### config.mk
export PLATFORM = sky130hd
export DESIGN_NAME = legacy_window_router
export DESIGN_NICKNAME = d
export VERILOG_FILES = /design/src/rtl/lwr_pkg.sv /design/src/rtl/lwr_cfg_regs.sv /design/src/rtl/lwr_seg_decode.sv /design/src/rtl/lwr_smram_check.sv /design/src/rtl/legacy_window_router.sv
export SDC_FILE = /design/constraint.sdc
export NUM_CORES = 1
export LEC_CHECK = 0
export BUFFER_PORTS_ARGS = -buffer_cell sky130_fd_sc_hd__clkbuf_2
export CORE_MARGIN = 1
export CORE_UTILIZATION = 40
export CTS_CLUSTER_DIAMETER = 80
export DETAILED_ROUTE_END_ITERATION = 8
export SKIP_LAST_GASP = 1
export SLEW_MARGIN = 10
export SYNTH_ARGS = -nofsm -noshare
export SYNTH_HDL_FRONTEND = slang
export SYNTH_HIERARCHICAL = 1
export SYNTH_SLANG_ARGS = --single-unit
export TNS_END_PERCENT = 20
### constraint.sdc
create_clock -name clk -period 7.25 [get_ports clk]
set_clock_uncertainty 0.05 [all_clocks]
set_input_delay 1.45 -clock clk [delete_from_list [all_inputs] [get_ports clk]]
set_output_delay 1.45 -clock clk [all_outputs]
set_load 0.05 [all_outputs]
### src/rtl/lwr_pkg.sv
package lwr_pkg;
  localparam int NSEG      = 14;
  localparam int SEG_W     = 4;
  localparam int NATTR     = (NSEG + 1) / 2;
  localparam int NSMR      = 4;
  localparam int ATTR_BASE = 'h61;
  localparam int SMR_BASE  = 'h6C;
  localparam logic [31:0] SMR_RESET = 32'h0000_000A;
  localparam logic [32:0] WIN_LO    = 33'h0_000A_0000;
  localparam logic [32:0] WIN_HI    = 33'h0_0010_0000;
  localparam logic [32:0] MID_LO    = 33'h0_000C_0000;
  localparam logic [32:0] TOP_LO    = 33'h0_000F_0000;

  typedef enum logic [1:0] {
    ATTR_BUS0 = 2'd0,
    ATTR_BUS1 = 2'd1,
    ATTR_RO   = 2'd2,
    ATTR_RW   = 2'd3
  } attr_e;
endpackage

### src/rtl/lwr_cfg_regs.sv
module lwr_cfg_regs
  import lwr_pkg::*;
#(
  parameter int CFG_AW = 8
) (
  input  logic              clk,
  input  logic              rst_n,
  input  logic              cfg_we,
  input  logic [CFG_AW-1:0] cfg_addr,
  input  logic [7:0]        cfg_wdata,
  output logic [7:0]        cfg_rdata,
  output logic [2*NSEG-1:0] attr_vec,
  output logic [31:0]       smram
);
  logic [7:0] attr_q [NATTR];
  logic [7:0] attr_d [NATTR];
  logic [7:0] smr_q  [NSMR];
  logic [7:0] smr_d  [NSMR];

  // next state
  always_comb begin
    for (int k = 0; k < NATTR; k++) begin
      attr_d[k] = attr_q[k];
      if (cfg_addr == CFG_AW'(ATTR_BASE + k)) attr_d[k] = cfg_wdata;
    end
    for (int k = 0; k < NSMR; k++) begin
      smr_d[k] = smr_q[k];
      if (cfg_addr == CFG_AW'(SMR_BASE + k)) smr_d[k] = cfg_wdata;
    end
  end

  // registers, enabled by the write strobe
  always_ff @(posedge clk or negedge rst_n) begin
    if (!rst_n) begin
      for (int k = 0; k < NATTR; k++) attr_q[k] <= 8'h00;
      for (int k = 0; k < NSMR; k++)  smr_q[k]  <= SMR_RESET[8*k +: 8];
    end else if (cfg_we) begin
      for (int k = 0; k < NATTR; k++) attr_q[k] <= attr_d[k];
      for (int k = 0; k < NSMR; k++)  smr_q[k]  <= smr_d[k];
    end
  end

  // read mux: unmapped offsets return zero
  always_comb begin
    cfg_rdata = 8'h00;
    for (int k = 0; k < NATTR; k++)
      if (cfg_addr == CFG_AW'(ATTR_BASE + k)) cfg_rdata = attr_q[k];
    for (int k = 0; k < NSMR; k++)
      if (cfg_addr == CFG_AW'(SMR_BASE + k)) cfg_rdata = smr_q[k];
  end

  // unpack two attribute fields per byte
  for (genvar i = 0; i < NSEG; i++) begin : g_attr
    assign attr_vec[2*i +: 2] = attr_q[i/2][(i%2)*4 +: 2];
  end

  assign smram = {smr_q[3], smr_q[2], smr_q[1], smr_q[0]};

  // a write to a mapped byte is visible on readback after the edge
  a_r10_write_lands: assert property (@(posedge clk) disable iff (!rst_n)
    (cfg_we && cfg_addr == CFG_AW'(ATTR_BASE)) |=> (attr_q[0] == $past(cfg_wdata)));
endmodule

### src/rtl/lwr_seg_decode.sv
module lwr_seg_decode
  import lwr_pkg::*;
#(
  parameter int ADDR_W = 32
) (
  input  logic [ADDR_W-1:0] addr,
  output logic              in_win,
  output logic [SEG_W-1:0]  seg_idx
);
  logic [32:0] a33;
  logic [32:0] off;

  assign a33 = 33'(addr);
  assign off = a33 - MID_LO;

  always_comb begin
    in_win = (a33 >= WIN_LO) && (a33 < WIN_HI);
    if (a33 < MID_LO)      seg_idx = '0;
    else if (a33 < TOP_LO) seg_idx = SEG_W'(off[17:14]) + SEG_W'(1);
    else                   seg_idx = SEG_W'(NSEG - 1);
  end
endmodule

### src/rtl/lwr_smram_check.sv
module lwr_smram_check
  import lwr_pkg::*;
#(
  parameter int ADDR_W = 32
) (
  input  logic [31:0]       smram,
  input  logic              smm,
  input  logic [ADDR_W-1:0] addr,
  output logic              hit
);
  logic [32:0] base;
  logic [32:0] size;
  logic [32:0] lim;
  logic [32:0] a33;
  logic        open_w;
  logic        fits;

  always_comb begin
    a33    = 33'(addr);
    base   = {1'b0, smram[15:0], 16'h0000};
    size   = (33'(smram[23:20]) + 33'd1) << 16;
    lim    = base + size;
    open_w = (smram[31] && smm) || smram[26];
    fits   = (base >= WIN_LO) && (lim <= WIN_HI);
    hit    = open_w && fits && (a33 >= base) && (a33 < lim);
  end
endmodule

### src/rtl/legacy_window_router.sv
module legacy_window_router
  import lwr_pkg::*;
#(
  parameter int ADDR_W = 32,
  parameter int CFG_AW = 8
) (
  input  logic              clk,
  input  logic              rst_n,
  input  logic              cfg_we,
  input  logic [CFG_AW-1:0] cfg_addr,
  input  logic [7:0]        cfg_wdata,
  output logic [7:0]        cfg_rdata,
  input  logic              smm_mode,
  input  logic              acc_valid,
  input  logic [ADDR_W-1:0] acc_addr,
  input  logic              acc_write,
  output logic              rt_valid,
  output logic              rt_dram,
  output logic              rt_legacy,
  output logic              rt_wr_drop
);
  logic rst_meta, rst_int_n;
  logic smm_q;
  logic [2*NSEG-1:0] attr_vec;
  logic [31:0]       smram;
  logic              in_win, win_hit;
  logic [SEG_W-1:0]  seg_idx;
  attr_e             attr;
  logic              valid_d, dram_d, legacy_d, drop_d;

  // asynchronous assert, synchronous release
  always_ff @(posedge clk or negedge rst_n) begin
    if (!rst_n) {rst_int_n, rst_meta} <= 2'b00;
    else        {rst_int_n, rst_meta} <= {rst_meta, 1'b1};
  end

  lwr_cfg_regs #(.CFG_AW(CFG_AW)) u_cfg (
    .clk(clk), .rst_n(rst_int_n), .cfg_we(cfg_we), .cfg_addr(cfg_addr),
    .cfg_wdata(cfg_wdata), .cfg_rdata(cfg_rdata), .attr_vec(attr_vec), .smram(smram)
  );

  lwr_seg_decode #(.ADDR_W(ADDR_W)) u_dec (
    .addr(acc_addr), .in_win(in_win), .seg_idx(seg_idx)
  );

  lwr_smram_check #(.ADDR_W(ADDR_W)) u_smr (
    .smram(smram), .smm(smm_q), .addr(acc_addr), .hit(win_hit)
  );

  // route next state
  always_comb begin
    attr     = attr_e'(attr_vec[2*seg_idx +: 2]);
    valid_d  = acc_valid;
    dram_d   = 1'b0;
    legacy_d = 1'b0;
    drop_d   = 1'b0;
    if (acc_valid) begin
      if (!in_win || win_hit) begin
        dram_d = 1'b1;
      end else begin
        unique case (attr)
          ATTR_RW: dram_d = 1'b1;
          ATTR_RO: begin
            drop_d = acc_write;
            dram_d = !acc_write;
          end
          default: legacy_d = 1'b1;
        endcase
      end
    end
  end

  // registers
  always_ff @(posedge clk or negedge rst_int_n) begin
    if (!rst_int_n) begin
      smm_q      <= 1'b0;
      rt_valid   <= 1'b0;
      rt_dram    <= 1'b0;
      rt_legacy  <= 1'b0;
      rt_wr_drop <= 1'b0;
    end else begin
      smm_q      <= smm_mode;
      rt_valid   <= valid_d;
      rt_dram    <= dram_d;
      rt_legacy  <= legacy_d;
      rt_wr_drop <= drop_d;
    end
  end

  // one decision per sampled access, one cycle later
  a_r11_valid_follows: assert property (@(posedge clk) disable iff (!rst_int_n)
    acc_valid |=> rt_valid);
  a_r11_idle_quiet: assert property (@(posedge clk) disable iff (!rst_int_n)
    !acc_valid |=> !rt_valid);
  // exactly one destination while valid, none otherwise
  a_r3_one_route: assert property (@(posedge clk) disable iff (!rst_int_n)
    rt_valid |-> ($countones({rt_dram, rt_legacy, rt_wr_drop}) == 1));
  a_r3_none_idle: assert property (@(posedge clk) disable iff (!rst_int_n)
    !rt_valid |-> !(rt_dram || rt_legacy || rt_wr_drop));
  // only writes are ever dropped
  a_r3_drop_is_write: assert property (@(posedge clk) disable iff (!rst_int_n)
    (acc_valid && !acc_write) |=> !rt_wr_drop);
  // outside the legacy region always DRAM
  a_r5_outside_dram: assert property (@(posedge clk) disable iff (!rst_int_n)
    (acc_valid && !in_win) |=> rt_dram);
  // window hit overrides any attribute
  a_r8_window_dram: assert property (@(posedge clk) disable iff (!rst_int_n)
    (acc_valid && win_hit) |=> rt_dram);
endmodule

**After elaboration in Yosys (flattened, before gate mapping)**

Index checks and enable logic that the tools add are counted.

- Register bits: 95
- Bits in latches: 0
- Bits in writable memories: 0
- Memory bits (read-only): 0
- Bits of input ports: 54
- Output and inout bits: 12
- Logic and storage cells: 88
- Memories: 0

- Add/sub/neg operators: 4
- Multiply operators: 0
- Div/mod/pow operators: 0
- $lt $le $gt $ge: 8
- Eq/ne operators: 13
- Shift operators: 1
- Mux-type cells: 22
- Bitwise logic cells: 0
- Reduce and logical (&&, ||, !) cells: 22

Operators by type and width:

| operator | number |
|---|---|
| 8-bit by 7-bit equality test with 1-bit output (second input constant) | 11 |
| 8-bit two-way mux | 11 |
| 32-bit by 20-bit greater-or-equal comparator with 1-bit output (second input constant) | 2 |
| 32-bit by 20-bit < comparator with 1-bit output (second input constant) | 2 |
| 32-bit by 33-bit adder with 33-bit output | 1 |
| 33-bit by 21-bit <= comparator with 1-bit output (second input constant) | 1 |
| 32-bit by 33-bit < comparator with 1-bit output | 1 |
| 32-bit greater-or-equal comparator | 1 |
| 32-bit by 21-bit < comparator with 1-bit output (second input constant) | 1 |
| 28-bit by 6-bit variable part select with 2-bit output | 1 |
| 2-bit AND reduction | 11 |
| 18-bit by 1-bit subtractor with 18-bit output (second input constant) | 1 |
| 1-bit two-way mux | 8 |
| 4-bit two-way mux | 2 |
| 1-bit logical AND | 6 |
| 4-bit by 1-bit adder with 5-bit output (second input constant) | 1 |
| 4-bit by 1-bit adder with 4-bit output (second input constant) | 1 |
| 2-bit equality test (second input constant) | 2 |
| 1-bit logical NOT | 2 |
| 1-bit logical OR | 2 |
| 1-bit case mux with 2 select lines | 1 |
| 2-bit OR reduction | 1 |

**Depth between registers and ports, before layout**

Gate-level depths: netlist (run 1).

- Depth after elaboration: 12
- Gate-level depth with buffers: 20
- Depth with buffers taken out: 20

**Modules after synthesis**

The synthesis (run 1) kept the hierarchy.

Modules (own cells, without submodules):

| module | times used | cells each | area each (um^2) | seq. area each (um^2) |
|---|---|---|---|---|
| lwr_cfg_regs | 1 | 368 | 4,584.4 | 2,204.6 |
| lwr_smram_check | 1 | 186 | 1,365.1 | 0.0 |
| legacy_window_router | 1 | 46 | 506.7 | 175.2 |
| lwr_seg_decode | 1 | 19 | 122.6 | 0.0 |

**Worst setup path before layout (run 1)**

OpenSTA, ideal clock, no wires.

- Kind: input to output
- Start point: input port cfg_addr[2]
- End point: output port cfg_rdata[4]
- Arrival time: 3.277 ns
- Required time: 5.750 ns
- Path slack: 2.473 ns
- Stages on the path: 4
- Path buffers: 2
- Cell sequence: buf_2 -> buf_2 -> mux4_2 -> o21ai_0

- Word-level cells in the longest chain between the ends: 12
- Elaborated cells between the ends (all ways): 22
- Classes of those cells: eq/ne: 11; mux: 11

Ends and longest elaborated chain:

| item | line | source |
|---|---|---|
| start, declared | legacy_window_router.sv:10 | `input logic [CFG_AW-1:0] cfg_addr,` |
| 8-bit by 7-bit equality test with 1-bit output | lwr_cfg_regs.sv:47 | `if (cfg_addr == CFG_AW'(ATTR_BASE + k)) cfg_rdata = attr_q[k];` |
| 8-bit two-way mux (7 in series) | lwr_cfg_regs.sv:47 |  |
| 8-bit two-way mux (3 in series) | lwr_cfg_regs.sv:49 | `if (cfg_addr == CFG_AW'(SMR_BASE + k)) cfg_rdata = smr_q[k];` |
| 8-bit two-way mux * | lwr_cfg_regs.sv:49 |  |
| end, declared | legacy_window_router.sv:12 | `output logic [7:0] cfg_rdata,` |

Every way passes the cells marked *; elsewhere a longest branch is shown, timed or not.

**Final worst setup path (run 1)**

- Start point: input port cfg_addr[0]
- End point: output port cfg_rdata[6]

The elaborated chain is that of the path after synthesis.

==> impl_results.md, run 1 <==
* Status: finished clean
* Vias at 4,961
* Unique cell type count in the Yosys netlist at 76
* Post-synthesis simple-gate area fraction at 13.77%
* DR iter-0 viols at 350
* Hold slack at 0.2227 ns
* Num CTS Buffers at 9
* Register area share after synthesis at 36.17%
* Final #Nets at around 740
* Clk buf depth at 2
* Share of the synthesized area in the top cell type at a little over a third
* # clock sinks at 95
* Wire per inst at 19.39 um
* Root buffer cell: clkbuf_16
* Starting Density at 41.27%
* Final GP Congestion at between 0.8 and 0.9
* Area grow syn2layout at 8.634%
* Worst Path Required at 5.75 ns
* Async set or reset register ratio after synthesis at 100.0%
* # diodes at 0
* PwrDens at 173.4 mW/mm^2
* Tot GR Track Use at 20.90%
* Largest net degree at the start of global routing at slightly above 60
* Slew @ Worst Pin at just under 1 ns
* Vias in the first global route at 4,976
* # setup viols final at 0
* Routed Antenna Nets at 0
* Final hold vios at 0
* XOR/XNOR Fraction of Synth Area at 2.396%
* Synth Area in Adders at about 7.5%
* Synth area leaders: dfrtp_1, mux2_2, ha_1
* IO buf count at 65
* Cell count after synthesis at 619
* Layout cells sized above 1 at 33.23%
* HPWL after DPL at between 10 and 15 mm
* Post_cts resized at 0
* Area of the multi-input gates at 0.003724 mm^2
* Die height at 130.2 um
* Io pins at 66
* Post-synth top area cell: dfrtp_1
* Synth Area in Compound Gates at around 11%
* CTS tree: built
* Nature of the critical path endpoint: output port
* Core Region at 0.01594 mm^2
* Max-Cap Viols at 0
* Pleak at 3.375 nW
* Routed wire length at 16.73 mm
* Post-synthesis register bit count at 95
* Critical path type: in2out
* Tcrit/Tclk final at 73.88%
* Max Slew Vio Count at 0
* Synthesis warning total at 6
* Mux share of post-synthesis cell area at 21.85%
* First-pass GRT wire length at between 20 and 30 mm
* Fillers at between 1,500 and 2,000
* Pre-Repair DR Iteration Count at 5
* Register Area at around 0.0024 mm^2
* Fmax at 0.1867 GHz
* Post-Syn Nets at about 700
* Min Tclk post-route at between 5 and 6 ns
* Worst Path Arrival at about 3.9 ns
* Worst min path class: reg2async
* Post-CTS Setup Bufs at 0
* Unrepaired setup endpoints after global routing: no
* Number of H-tree levels at 3
* EDFF count, synth at 0
* GR Overflow Total at 0
* Worst-path clk slew at 0.06 ns
* Die area at 0.01696 mm^2
* Largest family of logic cells by synthesized area: multiplexers
* Worst VDD drop at around 0.00015 V
* Worst-Skew Late Latency at roughly 0.34 ns
* Die width at 130.2 um
* Startpoint Class: primary input
* DRC at 0
* Slew headroom at about a third
* Row count at 46
* Ys flop type: dfrtp_1
* Post-CTS Hold Fix Bufs at 0
* Syn avg cell area at 10.63 um^2
* Setup TNS at 0 ns
* Antenna violations before repair at 0
* Tot Pwr at 1.239 mW
* Vias per cell at 5.749
* Post-synthesis cell area at 0.006579 mm^2
* Max FO, Critical Path at 35
## stage by stage
| step | cells | utilization [%] | cell area [um^2] | worst slack [ns] |
|---|---|---|---|---|
| finish | 863 | 44.83 | 7147 | 1.894 |
| floorplan | 619 | - | 6579 | 2.473 |
| CTS | 863 | 44.83 | 7147 | 1.946 |
| global route | 863 | 44.83 | 7147 | 1.795 |
| detailed placement | 847 | 42.91 | 6842 | 1.947 |
| global placement | 847 | 42.91 | 6842 | 2.018 |
## power breakdown
| group | total [mW] | switching (mW) | internal [mW] |
|---|---|---|---|
| combinational | 0.172 | 0.0960 | 0.0765 |
| clock | 0.482 | 0.204 | 0.278 |
| sequential | 0.584 | 0.0289 | 0.555 |
## path summary, 6_finish.rpt
kind                                  from                 end  slack [ns]  cells past startpoint
setup / recovery               cfg_addr[0]        cfg_rdata[6]        1.89                      7
setup reg to reg           u_cfg/smram[20]          rt_wr_drop        2.84                     18
hold / removal                   rst_int_n     u_cfg/smram[27]        0.22                      0
hold reg to reg                  rst_int_n     u_cfg/smram[27]        0.22                      0
max in group asynchronous        rst_int_n  u_cfg/attr_vec[24]        5.82                      1
min in group clk                  rst_meta           rst_int_n        0.31                      0
## cell usage after synthesis (6+ instances only)
| master | count |
|---|---|
| inv_1 | 23 |
| nand2_1 | 32 |
| buf_2 | 9 |
| buf_4 | 31 |
| o21ai_0 | 27 |
| o211ai_1 | 8 |
| nand2b_1 | 8 |
| a21oi_1 | 24 |
| and3_1 | 6 |
| ha_1 | 38 |
| nor4_1 | 10 |
| nor2b_1 | 7 |
| nor2_1 | 15 |
| nor3_1 | 7 |
| nand3_1 | 20 |
| clkbuf_1 | 14 |
| mux2_2 | 96 |
| nand4_1 | 9 |
| dfrtp_1 | 93 |
| xnor2_1 | 14 |
| mux2i_1 | 24 |
## metal layers
| metal | up-vias | share of wire, % | GRT usage, % |
|---|---|---|---|
| li1 | 2324 | - | - |
| met1 | 2468 | 46 | 28.35 |
| met2 | 149 | 47 | 34.45 |
| met3 | 20 | 5.2 | 3.444 |
| met4 | 0 | 1.3 | 5.609 |
| met5 | - | 0 | 0 |
## cells by family (layout without fill, tap and decap cells)
family	after synthesis	after routing
other	1	1
AOI/OAI and AO/OA	109	109
and+or+nand+nor	146	146
adders and majority gates	39	39
DFF	95	95
xor gates and xnor gates	18	18
buffers and inverters	86	114
muxes	125	125
## state kept, by name, summed over array words and instances (netlist names)
name	cells
u_cfg/smram	32
rst_meta	1
u_cfg/attr_q	28
rt_wr_drop	1
smm_q	1
rt_valid	1
u_cfg/attr_vec	28
rt_dram	1
rt_legacy	1
rst_int_n	1
## critical path, stage by stage
cell and delay (ns):
clkbuf_2 0.61, buf_4 0.37, nor2b_1 0.47, a221o_1 0.23, nand3_1 0.08, a32oi_1 0.28, clkbuf_2 0.33
## area by class of cell
| type | instances | share of cell area, % |
|---|---|---|
| flip-flops and latches | 95 | 33.35 |
| clock buffers | 10 | 3.344 |
| multi-input cells | 438 | 52.10 |
| repair buffers | 69 | 4.972 |
| well taps | 216 | 3.782 |
| clock inverters | 6 | 0.9279 |
| inverters | 29 | 1.523 |
## cell usage in the layout, fill, tap and decap left out, drive strengths merged, types with 3 or more instances in the layout
master	synthesis	layout
a31oi	5	5
nand2b	8	8
nor2	18	18
a32oi	3	3
a2111oi	3	3
nor2b	7	7
a22oi	5	5
a21oi	24	24
clkbuf	15	75
inv	28	30
clkinv	1	4
xor2	4	4
xnor2	14	14
o31ai	4	4
ha	38	38
and2	3	3
dfrtp	93	93
a221o	3	3
nand3	24	24
nand4	10	10
a21o	3	3
nand2	35	35
and3	8	8
o2bb2ai	3	3
mux2i	24	24
buf	42	4
mux4	5	5
o211ai	8	8
o21ai	31	31
mux2	96	96
nand3b	5	5
nor3	8	8
nor4	12	12
No activity file was read; power rests on OpenSTA's default activity.
==> inputs of run 2 (changes only) <==
--- a/config.mk
+++ b/config.mk
@@ -5,6 +5,7 @@
 export SDC_FILE = /design/constraint.sdc
 export NUM_CORES = 1
 export LEC_CHECK = 0
+export ABC_AREA = 1
 export BUFFER_PORTS_ARGS = -buffer_cell sky130_fd_sc_hd__clkbuf_2
 export CORE_MARGIN = 1
 export CORE_UTILIZATION = 40
==> constraint.sdc (replaced) <==
create_clock -name clk -period 4.6 [get_ports clk]
set_clock_uncertainty 0.05 [all_clocks]
set_input_delay 0.92 -clock clk [delete_from_list [all_inputs] [get_ports clk]]
set_output_delay 0.92 -clock clk [all_outputs]
set_load 0.05 [all_outputs]
==> run 2 against run 1 <==
Against the previous run: hold slack better by 0.077 ns; count of clock-buffer cells in the layout is 2 higher; largest power group unchanged; routed wire length grew 4.0%; sequential power increased by 58%; synthesized cell count grew 50%.
==> impl_results.md, run 2 <==
* Starting Density at 41.27%
* Unrepaired setup endpoints after global routing: no
* Tcrit/Tclk final at 79.48%
* Antenna violations before repair at 0
* Commonest cells in the netlist: nand2_1, inv_1, dfrtp_1
* Final hold vios at 0
* Setup ws final at 0.9439 ns
* Reg2reg path depth at 24
* Fmax at ~0.27 GHz
* Slowest stage delay, CP at about 0.39 ns
* Status: finished clean
* # setup viols final at 0
* Most frequent cells in the layout: nand2_1, inv_1, dfrtp_1
* Worst Path Required at roughly 3.6 ns
* Post-CTS Hold Fix Bufs at 0
* Layout cells sized above 1 at 14.05%
* Most frequent CP cell: nor2_1
* Final instance area at 0.007143 mm^2
* Tot GR Track Use at 21.71%
* Number of H-tree levels at 3
* CTS tree: built
* Root buffer cell: clkbuf_16
* Unique cell type count in the Yosys netlist at 40
* # diodes at 0
* Slew @ Worst Pin at 0.7597 ns
* Min Tclk post-route at 3.656 ns
* Place WS at 0.9297 ns
* Vias at 5,834
* Worst VDD drop at 0.0001854 V
* Worst flop-to-flop path startpoint: u_cfg/smram[20]
* Post-synth top area cell: dfrtp_1
* Crit path cell chain: clkbuf_2 > inv_1 > nand2_2 > nor2_8 > nand3_1 > nor2_1 > nor2_1 > nand4_1 > nor2_1 > nand4_1 > clkbuf_2
* Slew headroom at between 40% and 50%
* Register area share after synthesis at 36.04%
* DRC at 0
* Die area at ~0.017 mm^2
* Ys flop type: dfrtp_1
* Post_cts resized at 0
* Worst Path Arrival at 2.69 ns
* Util after Layout at 44.64%
* Synth area leaders: dfrtp_1, nand2_1, ha_1
* HPWL after DPL at 13.50 mm
* Post-synthesis register bit count at 95
* Row count at 46
* GR Overflow Total at 0
* Pre-Repair DR Iteration Count at 5
* Post-CTS Setup Bufs at 0
* Async set or reset register ratio after synthesis at 100.0%
* Worst R2R End: rt_wr_drop
* Critical path type: in2out
* Most frequent cell after synthesis: nand2_1
* Final #Nets at 1,042
* Setup TNS at 0 ns
* Core Region at approximately 0.016 mm^2
* Synthesis warning total at 6
* Startpoint Class: primary input
* Top Layer Used: met4
* Largest net degree at the start of global routing at 60
* Largest register FFs at 32
* Worst-Skew Late Latency at 0.34 ns
* Post-Syn Nets at approximately 1,000
* IO buf count at 65
* Vias in the first global route at 5,399
* Routed Antenna Nets at 0
* Vias per cell at about 5
* PwrDens at 263.3 mW/mm^2
* # clock sinks at 95
* Final GP Congestion at 0.8509
* Routed wl met3 at 741 um
* Cell count after synthesis at 927
* Share of the synthesized area in the top cell type at 35.24%
* Io pins at 66
* Crit path max-delay cell type: nand3_1
* Worst-path clk slew at 0.06 ns
* Num CTS Buffers at 9
* Commonest non-fill, non-tap cell in the layout: nand2_1
* First-pass GRT wire length at ~28 mm
* Post-DP Area at 0.006848 mm^2
* Max-Cap Viols at 0
* Max Slew Vio Count at 0
* Area grow syn2layout at 8.166%
* Clk buf depth at 2
* Met2 wire len at 8.044 mm
* Routed wire length at roughly 17 mm
* Syn avg cell area at 7.124 um^2
* Die width at 130.5 um
* M1 WL at roughly 8.3 mm
* Tot Pwr at between 1.5 and 2 mW
* Reg2Reg Setup Slack at 1.13 ns
* Wire per inst at 14.87 um
* Nature of the critical path endpoint: output port
* Max FO, Critical Path at 33
* Pleak at 3.384 nW
* DR iter-0 viols at 428
* Worst min path class: in2async
* EDFF count, synth at 0
* Post-synthesis cell area at 0.006604 mm^2
* Die height at 130.5 um
==> run 2: cell types whose count changed in the layout (fill, tap and decap cells not counted), moves of 13 or more <==
cell	previous run	this run
mux2i_1	24	0
o21ai_1	3	70
nor2_1	15	78
nand2_2	3	16
xnor2_1	14	1
nand3_1	20	75
nand2_1	32	277
nand4_1	9	24
mux2_2	96	0
inv_1	23	95
==> run 2: worst max-delay path, delay by kind of cell <==
| family | cells | cell delay (ns) |
|---|---|---|
| buf+inv | 3 | 0.42 |
| simple gates | 8 | 1.35 |
==> run 2: logic make-up (layout without fill, tap and decap cells) <==
kind of cell / Yosys count / after routing / synth area share, %
simple gates: 508 / 508 / 34.62
buf+inv: 156 / 183 / 11.27
flops: 95 / 95 / 36.04
fa+ha+maj: 39 / 39 / 7.503
compound gates: 121 / 121 / 9.473
other cells: 1 / 1 / 0.05679
xor+xnor: 7 / 7 / 1.042
==> run 2: power breakdown <==
part,switching (mW),internal (mW)
Sequential,0.0455,0.875
Combinational,0.152,0.0887
Clock,0.309,0.411
Total,0.506,1.37
==> run 2: per-layer routing <==
layer  up-vias  track usage (%)
li1       3006                -
met1      2664            29.27
met2       141            36.38
met3        23            2.524
met4         0            6.897
met5         -                0
==> run 2: worst max path at each step <==
stage	startpoint	to	cells past startpoint
floorplan	cfg_addr[7]	cfg_rdata[4]	11
global placement	cfg_addr[7]	cfg_rdata[5]	11
detailed placement	cfg_addr[4]	cfg_rdata[2]	11
CTS	cfg_addr[4]	cfg_rdata[2]	11
global route	u_cfg/smram[20]	rt_wr_drop	24
finish	cfg_addr[7]	cfg_rdata[2]	11
==> run 2: cell type report <==
type	instances	area [um^2]
fill	1731	8857
multi-input combinational	676	3480
sequential	95	2384
inverter	101	381.6
timing repair buffer	66	332.8
tap	216	270.3
clock buffer	12	266.5
clock inverter	4	28.78
==> run 2: through the flow <==
stage,instances,hold slack [ns]
final,1170,0.2998
after global routing,1170,0.2909
after CTS,1170,0.2921
after detailed placement,1154,0.2889
after global placement,1154,0.2854
after floorplan,927,0.2812
